### src/rtl/dsp_mac_pkg.sv
package dsp_mac_pkg;

    localparam int DW  = 16;
    localparam int GW  = 4;
    localparam int PW  = 2 * DW;
    localparam int AW  = PW + GW;

    typedef enum logic [2:0] {
        OP_NOP    = 3'd0,
        OP_LOAD   = 3'd1,
        OP_MUL    = 3'd2,
        OP_MAC    = 3'd3,
        OP_MSU    = 3'd4,
        OP_SHIFT  = 3'd5,
        OP_CLR    = 3'd6,
        OP_MACMUL = 3'd7
    } op_e;

    typedef struct packed {
        logic left;
        logic by4;
    } shift_ctl_t;

    // signed product, optionally in Q31 with the single overflow case clamped
    function automatic logic [PW-1:0] mul_fix(input logic [DW-1:0] a,
                                              input logic [DW-1:0] b,
                                              input logic frac);
        logic signed [PW-1:0] raw;
        logic [DW-1:0]        most_neg;
        most_neg = {1'b1, {(DW-1){1'b0}}};
        raw = PW'($signed(a)) * PW'($signed(b));
        if (!frac)
            return raw;
        else if (a == most_neg && b == most_neg)
            return {1'b0, {(PW-1){1'b1}}};
        else
            return raw <<< 1;
    endfunction

    function automatic logic [AW-1:0] widen(input logic [PW-1:0] p);
        return {{GW{p[PW-1]}}, p};
    endfunction

endpackage

### src/rtl/dsp_mul_stage.sv
module dsp_mul_stage
    import dsp_mac_pkg::*;
(
    input  logic          clk,
    input  logic          rst,
    input  logic          load_en,
    input  logic          load_y,
    input  logic [DW-1:0] operand,
    input  logic          mul_en,
    input  logic          frac,
    output logic [DW-1:0] x_q,
    output logic [DW-1:0] y_q,
    output logic [PW-1:0] prod_q
);

    always_ff @(posedge clk) begin
        if (rst) begin
            x_q    <= '0;
            y_q    <= '0;
            prod_q <= '0;
        end else begin
            if (load_en && !load_y) x_q <= operand;
            if (load_en &&  load_y) y_q <= operand;
            if (mul_en)             prod_q <= mul_fix(x_q, y_q, frac);
        end
    end

endmodule

### src/rtl/dsp_shifter.sv
module dsp_shifter
    import dsp_mac_pkg::*;
#(
    parameter int SMALL = 1,
    parameter int LARGE = 4
) (
    input  logic [AW-1:0] din,
    input  shift_ctl_t    ctl,
    output logic [AW-1:0] dout
);

    localparam int CW = $clog2(LARGE + 1);
    logic [CW-1:0] amt;

    always_comb begin
        amt = ctl.by4 ? CW'(LARGE) : CW'(SMALL);
        if (ctl.left)
            dout = din << amt;
        else
            dout = $signed(din) >>> amt;
    end

endmodule

### src/rtl/dsp_acc_bank.sv
module dsp_acc_bank
    import dsp_mac_pkg::*;
#(
    parameter int NACC = 2,
    parameter int SW   = (NACC > 1) ? $clog2(NACC) : 1
) (
    input  logic                     clk,
    input  logic                     rst,
    input  op_e                      op,
    input  logic [SW-1:0]            sel,
    input  logic [PW-1:0]            prod,
    input  shift_ctl_t               sh,
    output logic [NACC-1:0][AW-1:0]  acc_o
);

    logic [AW-1:0] acc_q [NACC];
    logic [AW-1:0] src;
    logic [AW-1:0] shifted;
    logic [AW-1:0] pext;

    assign src  = acc_q[sel];
    assign pext = widen(prod);

    dsp_shifter u_shift (
        .din  (src),
        .ctl  (sh),
        .dout (shifted)
    );

    for (genvar i = 0; i < NACC; i++) begin : g_acc
        always_ff @(posedge clk) begin
            if (rst) begin
                acc_q[i] <= '0;
            end else if (sel == SW'(i)) begin
                case (op)
                    OP_MAC,
                    OP_MACMUL: acc_q[i] <= acc_q[i] + pext;
                    OP_MSU:    acc_q[i] <= acc_q[i] - pext;
                    OP_SHIFT:  acc_q[i] <= shifted;
                    OP_CLR:    acc_q[i] <= '0;
                    default:   acc_q[i] <= acc_q[i];
                endcase
            end
        end
        assign acc_o[i] = acc_q[i];
    end

endmodule

### src/rtl/dsp_mac_datapath.sv
module dsp_mac_datapath
    import dsp_mac_pkg::*;
(
    input  logic        clk,
    input  logic        rst,
    input  logic [2:0]  op_i,
    input  logic        acc_sel_i,
    input  logic        frac_i,
    input  logic        opnd_sel_i,
    input  logic [15:0] operand_i,
    input  logic        shl_i,
    input  logic        by4_i,
    input  logic        rd_sel_i,
    output logic [35:0] acc_o,
    output logic [15:0] acc_hi_o
);

    localparam int NACC = 2;

    op_e                     op;
    shift_ctl_t              sh;
    logic [DW-1:0]           x_q;
    logic [DW-1:0]           y_q;
    logic [PW-1:0]           prod_q;
    logic [NACC-1:0][AW-1:0] acc_bus;

    assign op      = op_e'(op_i);
    assign sh.left = shl_i;
    assign sh.by4  = by4_i;

    dsp_mul_stage u_mul (
        .clk     (clk),
        .rst     (rst),
        .load_en (op == OP_LOAD),
        .load_y  (opnd_sel_i),
        .operand (operand_i),
        .mul_en  (op == OP_MUL || op == OP_MACMUL),
        .frac    (frac_i),
        .x_q     (x_q),
        .y_q     (y_q),
        .prod_q  (prod_q)
    );

    dsp_acc_bank #(.NACC(NACC)) u_bank (
        .clk   (clk),
        .rst   (rst),
        .op    (op),
        .sel   (acc_sel_i),
        .prod  (prod_q),
        .sh    (sh),
        .acc_o (acc_bus)
    );

    assign acc_o    = acc_bus[rd_sel_i];
    assign acc_hi_o = acc_o[PW-1:DW];

endmodule

### config.mk
export PLATFORM = sky130hd
export DESIGN_NAME = dsp_mac_datapath
export DESIGN_NICKNAME = d
export VERILOG_FILES = /design/src/rtl/dsp_mac_pkg.sv /design/src/rtl/dsp_mul_stage.sv /design/src/rtl/dsp_shifter.sv /design/src/rtl/dsp_acc_bank.sv /design/src/rtl/dsp_mac_datapath.sv
export SDC_FILE = /design/constraint.sdc
export NUM_CORES = 1
export LEC_CHECK = 0
export ABC_AREA = 1
export BUFFER_PORTS_ARGS = -buffer_cell sky130_fd_sc_hd__buf_2
export CAP_MARGIN = 25
export CORE_ASPECT_RATIO = 0.8
export CORE_UTILIZATION = 60
export DETAILED_ROUTE_END_ITERATION = 6
export PLACE_DENSITY = 0.75
export SETUP_SLACK_MARGIN = 0.3
export SLEW_MARGIN = 10
export SYNTH_ARGS = -nofsm -noshare
export SYNTH_HDL_FRONTEND = slang
export SYNTH_SLANG_ARGS = --single-unit
### constraint.sdc
create_clock -name clk -period 10.85 [get_ports clk]
set_input_delay 1.085 -clock clk [delete_from_list [all_inputs] [get_ports clk]]
set_output_delay 1.085 -clock clk [all_outputs]
set_load 0.01 [all_outputs]
==> metrics.yaml <==
cts:
  cts_resized: 0
  clk_pin_slew_ns: 0.07
  cts-hold-fix-buffers: 0
  root_buffer: "clkbuf_16"
  cts_setup_buffers: 0
  cts_tree: "done"
  cts.sinks: 136
  clk_latency_ns: 0.47
  cts_max_level: 4
  numCtsBuffers: 17
  cts_buffer_depth: 2
run:
  drv_cap: 0
setup_path:
  reg2reg_depth: 21
  worstSetupPathType: "reg -> reg"
  crit_path_start_kind: "register"
  arrival_ns: 6.75
  crit_path_max_fanout: 18
  required_ns: 11.23
  critPathCaptureType: "register"
  rr_startpoint: "u_mul.x_q[15]$_SDFFE_PP0P_"
  reg2reg_to: "u_mul.prod_q[27]$_SDFFE_PP0P_"
  reg2reg_slack_ns: 4.49
synthesis:
  ys_seq_area_frac: 0.126
  synth_ff_type: "edfxtp_1"
  synth.yosys.warnings: 0
  syn_nets: 4750
  syn_inst: 4270
  syn_area_um2: 27300
  synth_cell_types: 53
  async_flop_share: 0
  ys_seq_elements: 136
  synth_edf_count: 72
  avgSynthCellArea_um2: 6.40
sta:
  period_minus_slack_ns: 6.36
  worst_clock_skew_ns: 0.0219
  holdWs_ns: 0.533
  maxClockFrequency_mhz: 157
  hold_viol_final: 0
  rsz0062_at_grt: "no"
  setup_viol: 0
  min_period_over_period: 0.586
  max_slew_margin: 0.172
  worst_pin_slew_ns: 1.23
  slew_viol_final: 0
  final.setup.tns_ns: 0
detailed_routing:
  drtAntennaViolNets: 0
  drt_iter0_markers: 3729
  vias: 27800
  via_per_inst: 5.75
  drcViolationCount: 21
  firstDrtPassIters: 7
  postRouteWirelength_um: 96100
  post_drt_wl_per_cell_um: 19.9
outcome:
  outcome: "finished, violations left"
  violations: "DRC"
die:
  die-area_um2: 46400
  chipHeight_um: 193
  core.rowCount: 69
  die_x_um: 241
  coreArea_um2: 44600
  start_util: 0.612
  pin_count: 79
grt:
  grt_max_degree: 73
  gr-total-overflow: 0
  track_usage: 0.428
  antenna_found_initial: 2
  grt_pass1_vias: 25700
  grt_pass1_wl_um: 148000
placement:
  place.detailed.hpwl_um: 80300
  port_buffers: 78
  place_congestion: 1.06
power:
  comb_power_share: 0.482
  switchingPower_w: 0.00121
  p_sw_frac: 0.470
  seqPwrFrac: 0.263
  ir_worst_vdd_mv: 0.129
  p_leak_nw: 15.9
  power_density_nw_per_um2: 90.6
  p_clk_frac: 0.255
  p_int_w: 0.00136
final_layout:
  final_util: 0.637
  drive_gt1_frac: 0.0464
  areaGrowthSynthToFinish_pct: 4.10
  fin_nets: 4694
hold_path:
  holdPathStages: 2
  hold_end: "u_mul.prod_q[19]$_SDFFE_PP0P_"
  min_from: "u_mul.prod_q[19]$_SDFFE_PP0P_"
  hold_class: "reg -> reg"
[power by group through the flow]
stage / clock [W] / combinational [W] / sequential, W
after floorplan: 0 / 0.000868 / 0.000636
after global placement: 0 / 0.00117 / 0.000680
after detailed placement: 0 / 0.00117 / 0.000681
after CTS: 0.000654 / 0.00118 / 0.000671
after global routing: 0.000673 / 0.00136 / 0.000679
final: 0.000657 / 0.00124 / 0.000677
[stage by stage]
step	setup slack, ns	instance area, um2	total power (W)	cells
after floorplan	5.17	27300	0.00150	4270
after global placement	4.70	27800	0.00185	4797
after detailed placement	4.59	27800	0.00185	4797
after CTS	4.54	28400	0.00250	4829
after global routing	3.96	28400	0.00271	4832
final	4.49	28400	0.00258	4832
[kinds of logic after synthesis]
family	after synthesis	share of synthesized area
xor+xnor	66	0.0212
fa+ha+maj	453	0.280
simple gates	1953	0.298
flops	136	0.126
buf+inv	1061	0.154
compound gates	601	0.121
[cell usage in the layout (no fill, tap or decap), types with 10 or more instances in the layout]
cell	synthesis	final
a21o_1	12	12
a21oi_1	225	225
a31oi_1	28	27
buf_2	56	78
buf_4	28	19
clkbuf_16	0	20
dfxtp_1	64	64
edfxtp_1	72	72
fa_1	265	265
ha_1	188	188
inv_1	868	868
inv_2	17	17
nand2_1	1178	1178
nand3_1	288	288
nand3b_1	10	10
nand4_1	60	60
nor2_1	328	327
nor2_2	15	16
nor3_1	24	24
o211ai_1	18	18
o21ai_0	232	232
o21ai_1	22	22
o21bai_1	28	28
xnor2_1	15	15
xor2_1	51	51
[critical path: stages (launching register included)]
cell	delay, ns
dfxtp_1	0.78
nand2_1	0.20
inv_1	0.16
fa_1	0.55
inv_1	0.14
fa_1	0.40
inv_1	0.34
fa_1	0.52
fa_1	0.58
fa_1	0.44
fa_1	0.46
ha_1	0.40
nand2_1	0.12
nor2_1	0.36
nand2_1	0.13
nor2_1	0.11
nand2_1	0.10
nand3_1	0.11
nand2_1	0.06
nand3_1	0.09
nand3_1	0.07
a21oi_1	0.15
[state kept, by name (all words and copies together) (netlist names)]
register,flops
u_mul.x_q,16
u_mul.y_q,16
u_mul.prod_q,32
u_bank.acc_q,72
[cell type report]
type | count | area (um2)
flip-flops and latches | 136 | 3440
multi-input cells | 3073 | 19700
fillers | 4323 | 16200
clock buffers | 24 | 536
clock inverters | 8 | 103
diodes | 2 | 5.00
repair buffers | 98 | 553
well taps | 603 | 754
inverters | 888 | 3340
[cell usage after synthesis (all sizes together) (29+ instances only)]
library cell | number | area share
a21oi | 230 | 0.043
dfxtp | 64 | 0.047
fa | 265 | 0.19
nand4 | 60 | 0.014
nor2 | 350 | 0.051
ha | 188 | 0.086
nand3 | 289 | 0.053
nand2 | 1183 | 0.16
clkbuf | 78 | 0.011
xor2 | 51 | 0.016
buf | 95 | 0.021
inv | 885 | 0.12
edfxtp | 72 | 0.079
nor3 | 29 | 0.0062
o21ai | 254 | 0.047
[routing by layer]
| layer | GRT usage | wire [um] | up-vias |
|---|---|---|---|
| li1 | - | - | 13100 |
| met2 | 0.535 | 34200 | 1745 |
| met5 | 0.0671 | 402 | - |
| met4 | 0.0799 | 1590 | 11 |
| met3 | 0.210 | 17500 | 112 |
| met1 | 0.639 | 42400 | 12800 |
[worst max-delay path by stage]
| stage | startpoint | to | cells after the start |
|---|---|---|---|
| after floorplan | u_mul.x_q[15]$_SDFFE_PP0P_ | u_mul.prod_q[31]$_SDFFE_PP0P_ | 26 |
| after global placement | u_mul.x_q[15]$_SDFFE_PP0P_ | u_mul.prod_q[31]$_SDFFE_PP0P_ | 26 |
| after detailed placement | u_mul.x_q[15]$_SDFFE_PP0P_ | u_mul.prod_q[31]$_SDFFE_PP0P_ | 26 |
| after CTS | u_mul.x_q[15]$_SDFFE_PP0P_ | u_mul.prod_q[27]$_SDFFE_PP0P_ | 21 |
| after global routing | u_mul.x_q[15]$_SDFFE_PP0P_ | u_mul.prod_q[31]$_SDFFE_PP0P_ | 26 |
| final | u_mul.x_q[15]$_SDFFE_PP0P_ | u_mul.prod_q[27]$_SDFFE_PP0P_ | 21 |
No activity file was read; power rests on OpenSTA's default activity.
